$ cat config.mk
export PLATFORM = sky130hd
export DESIGN_NAME = prio_bus_arbiter
export DESIGN_NICKNAME = d
export VERILOG_FILES = /design/src/rtl/arb_pkg.sv /design/src/rtl/arb_code_sel.sv /design/src/rtl/arb_line_cmp.sv /design/src/rtl/arb_ctrl.sv /design/src/rtl/prio_bus_arbiter.sv
export SDC_FILE = /design/constraint.sdc
export NUM_CORES = 1
export LEC_CHECK = 0
export BUFFER_PORTS_ARGS = -buffer_cell sky130_fd_sc_hd__buf_2
export CAP_MARGIN = 20
export CORE_MARGIN = 4
export CORE_UTILIZATION = 40
export CTS_CLUSTER_DIAMETER = 40
export DETAILED_ROUTE_END_ITERATION = 7
export HOLD_SLACK_MARGIN = 0.12
export PLACE_DENSITY = 0.64
export SLEW_MARGIN = 20
export SYNTH_ARGS = -nofsm -noshare
export SYNTH_HDL_FRONTEND = slang
export SYNTH_SLANG_ARGS = --single-unit
$ cat constraint.sdc
create_clock -name clk -period 4.6 [get_ports clk]
set_input_delay 0.46 -clock clk [delete_from_list [all_inputs] [get_ports clk]]
set_output_delay 0.46 -clock clk [all_outputs]
set_load 0.03 [all_outputs]
$ cat src/rtl/arb_pkg.sv
package arb_pkg;
  localparam int unsigned PR_LINES = 8;
  localparam int unsigned CODE_W   = $clog2(PR_LINES);
  localparam int unsigned ADDR_W   = 8;
  localparam int unsigned ROUNDS   = 4;
  localparam int unsigned RND_W    = $clog2(ROUNDS);

  typedef enum logic [1:0] {
    ARB_IDLE  = 2'd0,
    ARB_RUN   = 2'd1,
    ARB_WATCH = 2'd2
  } arb_state_e;
endpackage

$ cat src/rtl/arb_code_sel.sv
module arb_code_sel
  import arb_pkg::*;
(
  input  logic [RND_W-1:0]  round,
  input  logic [CODE_W-1:0] prio,
  input  logic [ADDR_W-1:0] addr,
  output logic [CODE_W-1:0] code
);
  // step 0 carries the priority; steps 1..3 carry address digits, top first
  always_comb begin
    case (round)
      2'd0:    code = prio;
      2'd1:    code = {1'b0, addr[7:6]};
      2'd2:    code = addr[5:3];
      default: code = addr[2:0];
    endcase
  end
endmodule

$ cat src/rtl/arb_line_cmp.sv
module arb_line_cmp
  import arb_pkg::*;
(
  input  logic [CODE_W-1:0]   code,
  input  logic [PR_LINES-1:0] lines_act,
  output logic [PR_LINES-1:0] onehot,
  output logic                above
);
  logic [PR_LINES-1:0] hi_mask;

  for (genvar i = 0; i < PR_LINES; i++) begin : g_line
    assign onehot[i]  = (code == CODE_W'(i));
    assign hi_mask[i] = (CODE_W'(i) > code);
  end

  assign above = |(lines_act & hi_mask);
endmodule

$ cat src/rtl/arb_ctrl.sv
module arb_ctrl
  import arb_pkg::*;
(
  input  logic             clk,
  input  logic             rst_n,
  input  logic             req,
  input  logic             bs_seen,
  input  logic             brs_edge,
  input  logic             above,
  output arb_state_e       state,
  output logic [RND_W-1:0] round,
  output logic             alive,
  output logic             win,
  output logic             lose
);
  localparam logic [RND_W-1:0] LAST = RND_W'(ROUNDS - 1);

  logic survives;
  assign survives = alive && !above;

  always_ff @(posedge clk or negedge rst_n) begin
    if (!rst_n) begin
      state <= ARB_IDLE;
      round <= '0;
      alive <= 1'b0;
      win   <= 1'b0;
      lose  <= 1'b0;
    end else begin
      win  <= 1'b0;
      lose <= 1'b0;
      case (state)
        ARB_IDLE: begin
          round <= '0;
          if (req) begin
            state <= ARB_RUN;
            alive <= 1'b1;
          end else if (bs_seen) begin
            state <= ARB_WATCH;
          end
        end
        ARB_RUN: begin
          if (brs_edge) begin
            if (round == LAST) begin
              state <= ARB_IDLE;
              round <= '0;
              alive <= 1'b0;
              win   <= survives;
              lose  <= !survives;
            end else begin
              round <= round + 1'b1;
              alive <= survives;
            end
          end
        end
        ARB_WATCH: begin
          if (brs_edge) begin
            if (round == LAST) begin
              state <= ARB_IDLE;
              round <= '0;
            end else begin
              round <= round + 1'b1;
            end
          end
        end
        default: state <= ARB_IDLE;
      endcase
    end
  end
endmodule

$ cat src/rtl/prio_bus_arbiter.sv
module prio_bus_arbiter
  import arb_pkg::*;
(
  input  logic                clk,
  input  logic                rst_n,
  input  logic                req,
  input  logic [CODE_W-1:0]   req_prio,
  input  logic [ADDR_W-1:0]   unit_addr,
  input  logic                brs_n,
  input  logic                bs_n,
  input  logic [PR_LINES-1:0] pr_n,
  output logic [PR_LINES-1:0] pr_pull,
  output logic                bs_pull,
  output logic                win,
  output logic                lose
);
  logic                brs_q;
  logic                brs_edge;
  arb_state_e          state;
  logic [RND_W-1:0]    round;
  logic                alive;
  logic [CODE_W-1:0]   code;
  logic [CODE_W-1:0]   prio_q;
  logic [ADDR_W-1:0]   addr_q;
  logic [PR_LINES-1:0] onehot;
  logic                above;
  logic                driving;

  always_ff @(posedge clk or negedge rst_n) begin
    if (!rst_n) brs_q <= 1'b1;
    else        brs_q <= brs_n;
  end
  assign brs_edge = brs_n && !brs_q;

  // capture the contest identity at join so later input changes are ignored
  always_ff @(posedge clk or negedge rst_n) begin
    if (!rst_n) begin
      prio_q <= '0;
      addr_q <= '0;
    end else if (state == ARB_IDLE && req) begin
      prio_q <= req_prio;
      addr_q <= unit_addr;
    end
  end

  arb_ctrl u_ctrl (
    .clk      (clk),
    .rst_n    (rst_n),
    .req      (req),
    .bs_seen  (!bs_n),
    .brs_edge (brs_edge),
    .above    (above),
    .state    (state),
    .round    (round),
    .alive    (alive),
    .win      (win),
    .lose     (lose)
  );

  arb_code_sel u_sel (
    .round (round),
    .prio  (prio_q),
    .addr  (addr_q),
    .code  (code)
  );

  arb_line_cmp u_cmp (
    .code      (code),
    .lines_act (~pr_n),
    .onehot    (onehot),
    .above     (above)
  );

  assign driving = (state == ARB_RUN) && alive;
  assign pr_pull = driving ? onehot : '0;
  assign bs_pull = driving && (round == '0);
endmodule

==> run summary, run 1 <==
Critical path endpoint category: output pin
Mapped cell area: 1100 um2
Compound-cell area share of the yosys netlist: 17.3%
Via count: 883
Clock slew seen by the registers of the worst setup and hold paths: 0.10 ns
Synth Flop Type: dfrtp_1
Die X: 60.6 um
NumNets Final: 170
FF+latch count, synth: 19
Share of post-route cells with drive strength above 1: 41.0%
Vias in the first global route: 843
Drt initial violations: 58
Startpoint types: flop
First-pass GRT wire length: 3860 um
FFs w/ async S/R, synth: 100%
RR Startpoint: u_ctrl.round[0]
RSZ-0062 raised after global routing: no
Die H: 60.6 um
Synth Instances: 103
Post-route minimum period: 2.86 ns
Setup Crit Path Kind: reg2out
Worst hold start: brs_n
Mapped Nets: 133
Worst IR Drop VDD: 0.000365 V
Post-CTS Setup Bufs: 0
Row Count: 18
Core Area: 2540 um2
GP Congestion: 0.719
Die area: 3670 um2
Met2 Use GR: 22.2%
Post-synth EDFFs: 0
Hold_buf cts: 1
Vias per cell: 5.22
Fmax: 350 MHz
Hold slack: 0.264 ns
Min-delay worst type: in2reg
Ant diodes: 0
Least-Margin Pin Slew: 0.500 ns
Final Hold Viols: 0
I/O Buffers: 33
Endpoints failing setup: 0
Post-Synth Simple-Gate Area: 14.7%
Top Usage Layer GRT: met2
Multiplexer area fraction after synthesis: 14.3%
Post-DP HPWL: 1820 um
XOR/XNOR Fraction of Synth Area: 0%
Area grow syn2layout: 20.3%
Setup TNS: 0 ns
Beginning of the critical path: u_ctrl.round[0]
Post-Synth Adder-Cell Area: 6.80%
Syn Area/Cell: 10.7 um2
Largest net degree at the start of global routing: 20
Met1 GRT Util: 19.2%
Slew Limit Fails: 0
Congestion Overflow GR: 0
PostCTS Resize Cnt: 0
TritonCTS clock tree: yes
Largest family of logic cells by synthesized area: compound AO/OA/AOI/OAI gates
Clock Sinks: 19
Pleak: 0.622 nW
Syn. warnings: 0
CP Data Required Time: 4.14 ns
Status: complete, no violations
Max_cap viols: 0
IO Count: 35
Slew headroom: 66.6%
Initial Util: 43.4%
Tot GR Track Use: 14.0%
Post-route clock skew: 0.00270 ns
Register area share after synthesis: 43.1%
Clock buffers created by TritonCTS: 3
Longest Clk Path Bufs: 2
Cell Pwr Density: 632 nW/um2
Total Wirelength: 2310 um
WL per Instance: 13.6 um
Root Buffer: clkbuf_4
Cell variety after synth: 37
H-tree depth: 1
M3 GR Usage: 3.19%
Final period util: 62.1%
CP max FO: 9
DR DRC count: 0
Number of antenna violations at the first check in global routing: 0
Initial DRT Pass Iterations: 5
Worst-Skew Late Latency: 0.30 ns
Final ANT Viol Nets: 0
Crit path DAT: 2.40 ns
[power by group]
group | switching, mW | internal, mW | total [mW]
clock | 0.0496 | 0.0338 | 0.0834
combinational | 0.275 | 0.202 | 0.477
sequential | 0.0436 | 0.235 | 0.279
total | 0.368 | 0.472 | 0.839
[Yosys cell counts (2+ instances only)]
master	count	area [um2]
o21ai_0	3	15.0
ha_1	6	75.1
nand2_1	8	30.0
a22oi_1	2	15.0
dfrtp_1	18	450
mux2_2	12	135
nand2b_1	2	12.5
a21oi_1	5	25.0
nor2_1	6	22.5
and3_1	2	12.5
inv_1	7	26.3
o31ai_1	3	22.5
nor3_1	3	15.0
nor3b_1	2	15.0
nor4b_1	2	17.5
[state kept, by name, summed over array words and instances (netlist names)]
name	cells
u_ctrl.state	2
addr_q	8
u_ctrl.win	1
brs_q	1
u_ctrl.alive	1
u_ctrl.lose	1
u_ctrl.round	2
prio_q	3
[routing by layer]
metal / vias up / share of wire, %
met5: - / 0
met4: 0 / 0.95
met2: 34 / 45
met3: 2 / 9.2
li1: 442 / -
met1: 405 / 45
[cell usage in the layout (no fill, tap or decap), types with 5 or more instances in the layout]
master,instances
buf_2,33
dfrtp_1,18
mux2_2,12
nand2_1,8
inv_1,7
nor2_1,6
ha_1,6
a21oi_1,5
[critical path: stages, from the launching register on]
cell and delay, ns:
dfrtp_1 0.42, inv_1 0.11, ha_1 0.28, a222oi_1 0.44, mux2i_4 0.19, or3_1 0.36, nor2_1 0.09, buf_2 0.20
[metrics by stage]
step	setup WS (ns)	total power, mW	utilization (%)	std cells	instance area [um2]
2_1_floorplan	1.98	0.654	-	103	1100
3_3_place_gp	2.13	0.741	50.8	164	1290
3_5_place_dp	2.07	0.761	50.8	164	1290
4_1_cts	1.74	0.846	52.2	169	1330
5_1_grt	1.56	0.919	52.2	169	1330
6_report	1.74	0.839	52.2	169	1330
[cells by family after synthesis]
group	Yosys count
adder cells (fa/ha/maj)	6
buffers and inverters	9
multiplexers	13
AO/OA/AOI/OAI	26
AND/OR/NAND/NOR	30
flip-flops	19
[cell type report]
class | instances | area (um2)
multi-input combinational | 75 | 587
tap | 30 | 37.5
timing repair buffer | 34 | 175
fill | 244 | 1220
sequential | 19 | 477
clock buffer | 4 | 26.3
inverter | 7 | 26.3
[path summary, 6_finish.rpt]
check                                       end  slack [ns]  cells past startpoint
worst max-delay path                 pr_pull[1]        1.74                      7
worst min-delay path                      brs_q        0.26                      1
worst max register to register     u_ctrl.alive        2.51                      7
worst min register to register        addr_q[2]        0.52                      1
max in group asynchronous                 brs_q        3.65                      2
min in group asynchronous       u_ctrl.state[1]        0.62                      2
No activity file was read; power rests on OpenSTA's default activity.
==> run 2, diff against run 1 <==
Settings changed: ABC_AREA set to 1, PLACE_DENSITY 0.64 to 0.66.
Clock period 4.6 ns to 2.4 ns, I/O delays scaled along.
==> run summary, run 2 <==
Tot GR Track Use: 15.0%
Worst IR Drop VDD: 0.000594 V
Endpoints failing setup: 0
Status: complete, no violations
Post-synth EDFFs: 0
Synth top cells by count: nand2_1 (29), dfrtp_1 (18), inv_1 (17)
Area grow syn2layout: 21.7%
Post-route minimum period: 2.19 ns
Drt initial violations: 57
FFs w/ async S/R, synth: 100%
Mapped Nets: 166
Synth Instances: 136
Number of flip-flops in the largest register: 8
R2R setup slack: 0.57 ns
Via count: 1,004
Setup TNS: 0 ns
Least-Margin Pin Slew: 0.526 ns
Mapped cell area: 1150 um2
Area leader, netlist: dfrtp_1
Die area: 3810 um2
Setup Crit Path Kind: reg2out
CP max FO: 4
H-tree depth: 1
Clock buffers created by TritonCTS: 3
GP Congestion: 0.772
Largest regs: addr_q (8), prio_q (3)
Share of post-route cells with drive strength above 1: 38.5%
TritonCTS clock tree: yes
Row Count: 19
Slew headroom: 64.8%
Vias in the first global route: 1,000
Cell Pwr Density: 1090 nW/um2
Die X: 61.7 um
IO Count: 35
Crit path setup slack, layout: 0.210 ns
Most frequent cells in the layout: buf_2 (33), nand2_1 (29), dfrtp_1 (18)
FF+latch count, synth: 19
Final ANT Viol Nets: 0
Most flops, register: addr_q
RSZ-0062 raised after global routing: no
Initial DRT Pass Iterations: 4
Worst slack, placed: 0.362 ns
Post-DP HPWL: 2000 um
Cell variety after synth: 24
I/O Buffers: 33
Critical path endpoint category: output pin
Clock Sinks: 19
Register area share after synthesis: 41.3%
Total Wirelength: 2440 um
Startpoint types: flop
Cell with the most instances after synthesis: nand2_1
Yosys top cell area share: 39.0%
Synth top area cells: dfrtp_1 (39%), mux2_2 (9.8%), nand2_1 (9.4%)
Max_cap viols: 0
Syn Area/Cell: 8.49 um2
WL per Instance: 11.9 um
Crit path DAT: 1.95 ns
Syn. warnings: 0
Congestion Overflow GR: 0
Largest net degree at the start of global routing: 20
Ant diodes: 0
CP Data Required Time: 2.16 ns
Number of antenna violations at the first check in global routing: 0
Post-CTS Setup Bufs: 0
DR DRC count: 0
First-pass GRT wire length: 4250 um
Core Area: 2760 um2
Fmax: 457 MHz
Min-delay worst type: in2reg
Clock slew seen by the registers of the worst setup and hold paths: 0.11 ns
Die H: 61.7 um
Longest Clk Path Bufs: 2
Final period util: 91.3%
Initial Util: 41.9%
Most common cell after layout, fill and taps aside: buf_2
Final Hold Viols: 0
Pwr Total: 1.53 mW
Pleak: 0.748 nW
Slew Limit Fails: 0
Root Buffer: clkbuf_4
Post-route clock skew: 0.00358 ns
Synth Flop Type: dfrtp_1
Worst-Skew Late Latency: 0.30 ns
Vias per cell: 4.90
NumNets Final: 205
-- run 2: changes by cell type after synthesis, sizes merged, moves of 4 or more --
cell / change
nor2: +14
nand2: +26
inv: +13
nand3: +6
o21ai: +4
-- run 2: logic make-up (layout without fill, tap and decap cells) --
group,after synthesis,in the layout,share of synthesized area (%)
and+or+nand+nor,66,66,27.8
adders and majority gates,6,6,6.50
DFF,19,19,41.3
buffers and inverters,21,59,7.04
muxes,10,10,9.75
AOI/OAI and AO/OA,14,14,7.58
-- run 2: final cells by class --
cell class,count,area (um2)
sequential,19,477
inverter,20,77.6
timing repair buffer,35,185
multi-input combinational,96,601
clock buffer,4,26.3
fill,268,1350
tap,31,38.8
-- run 2: timing repair --
item,CTS,global route
endpoints found under the setup margin,0,4
resized for setup,0,2
endpoints found under the hold margin,19,0
hold buffers,2,0
-- run 2: final timing paths --
check | start | endpoint | depth (start not counted)
max reg2reg | u_ctrl.round[0] | u_ctrl.alive | 11
min | req_prio[0] | prio_q[0] | 2
min in group asynchronous | rst_n | u_ctrl.state[0] | 2
max in group asynchronous | rst_n | brs_q | 2
max | u_ctrl.round[0] | pr_pull[1] | 8
min reg2reg | addr_q[5] | addr_q[5] | 1
-- run 2: per-stage QoR --
step                      cells  hold WS, ns  util (%)  area (um2)
after floorplan             136      -0.0556         -        1150
after global placement      199        0.191      49.1        1360
after detailed placement    199        0.203      49.1        1360
after CTS                   205        0.155      50.8        1400
after global routing        205        0.155      51.0        1410
final                       205        0.161      51.0        1410
-- run 2: layer usage --
metal / GRT usage [%] / vias to the layer above / share of wire, %
li1: - / 508 / -
met1: 17.5 / 455 / 43
met2: 27.5 / 36 / 48
met3: 1.65 / 5 / 7.1
met4: 6.36 / 0 / 2.0
met5: 0 / - / 0
-- run 2: critical path, cell delays in order (launching register included) --
cell and delay [ns]:
dfrtp_1 0.40, inv_1 0.10, ha_1 0.25, nand2_1 0.07
nand2_1 0.08, o21ai_2 0.19, nand2_1 0.12, nor3_1 0.21
buf_2 0.23
-- run 2: power breakdown --
group          switching [mW]  internal (mW)
clock network           0.101         0.0649
logic                   0.512          0.326
registers              0.0754          0.448
total                   0.689          0.839
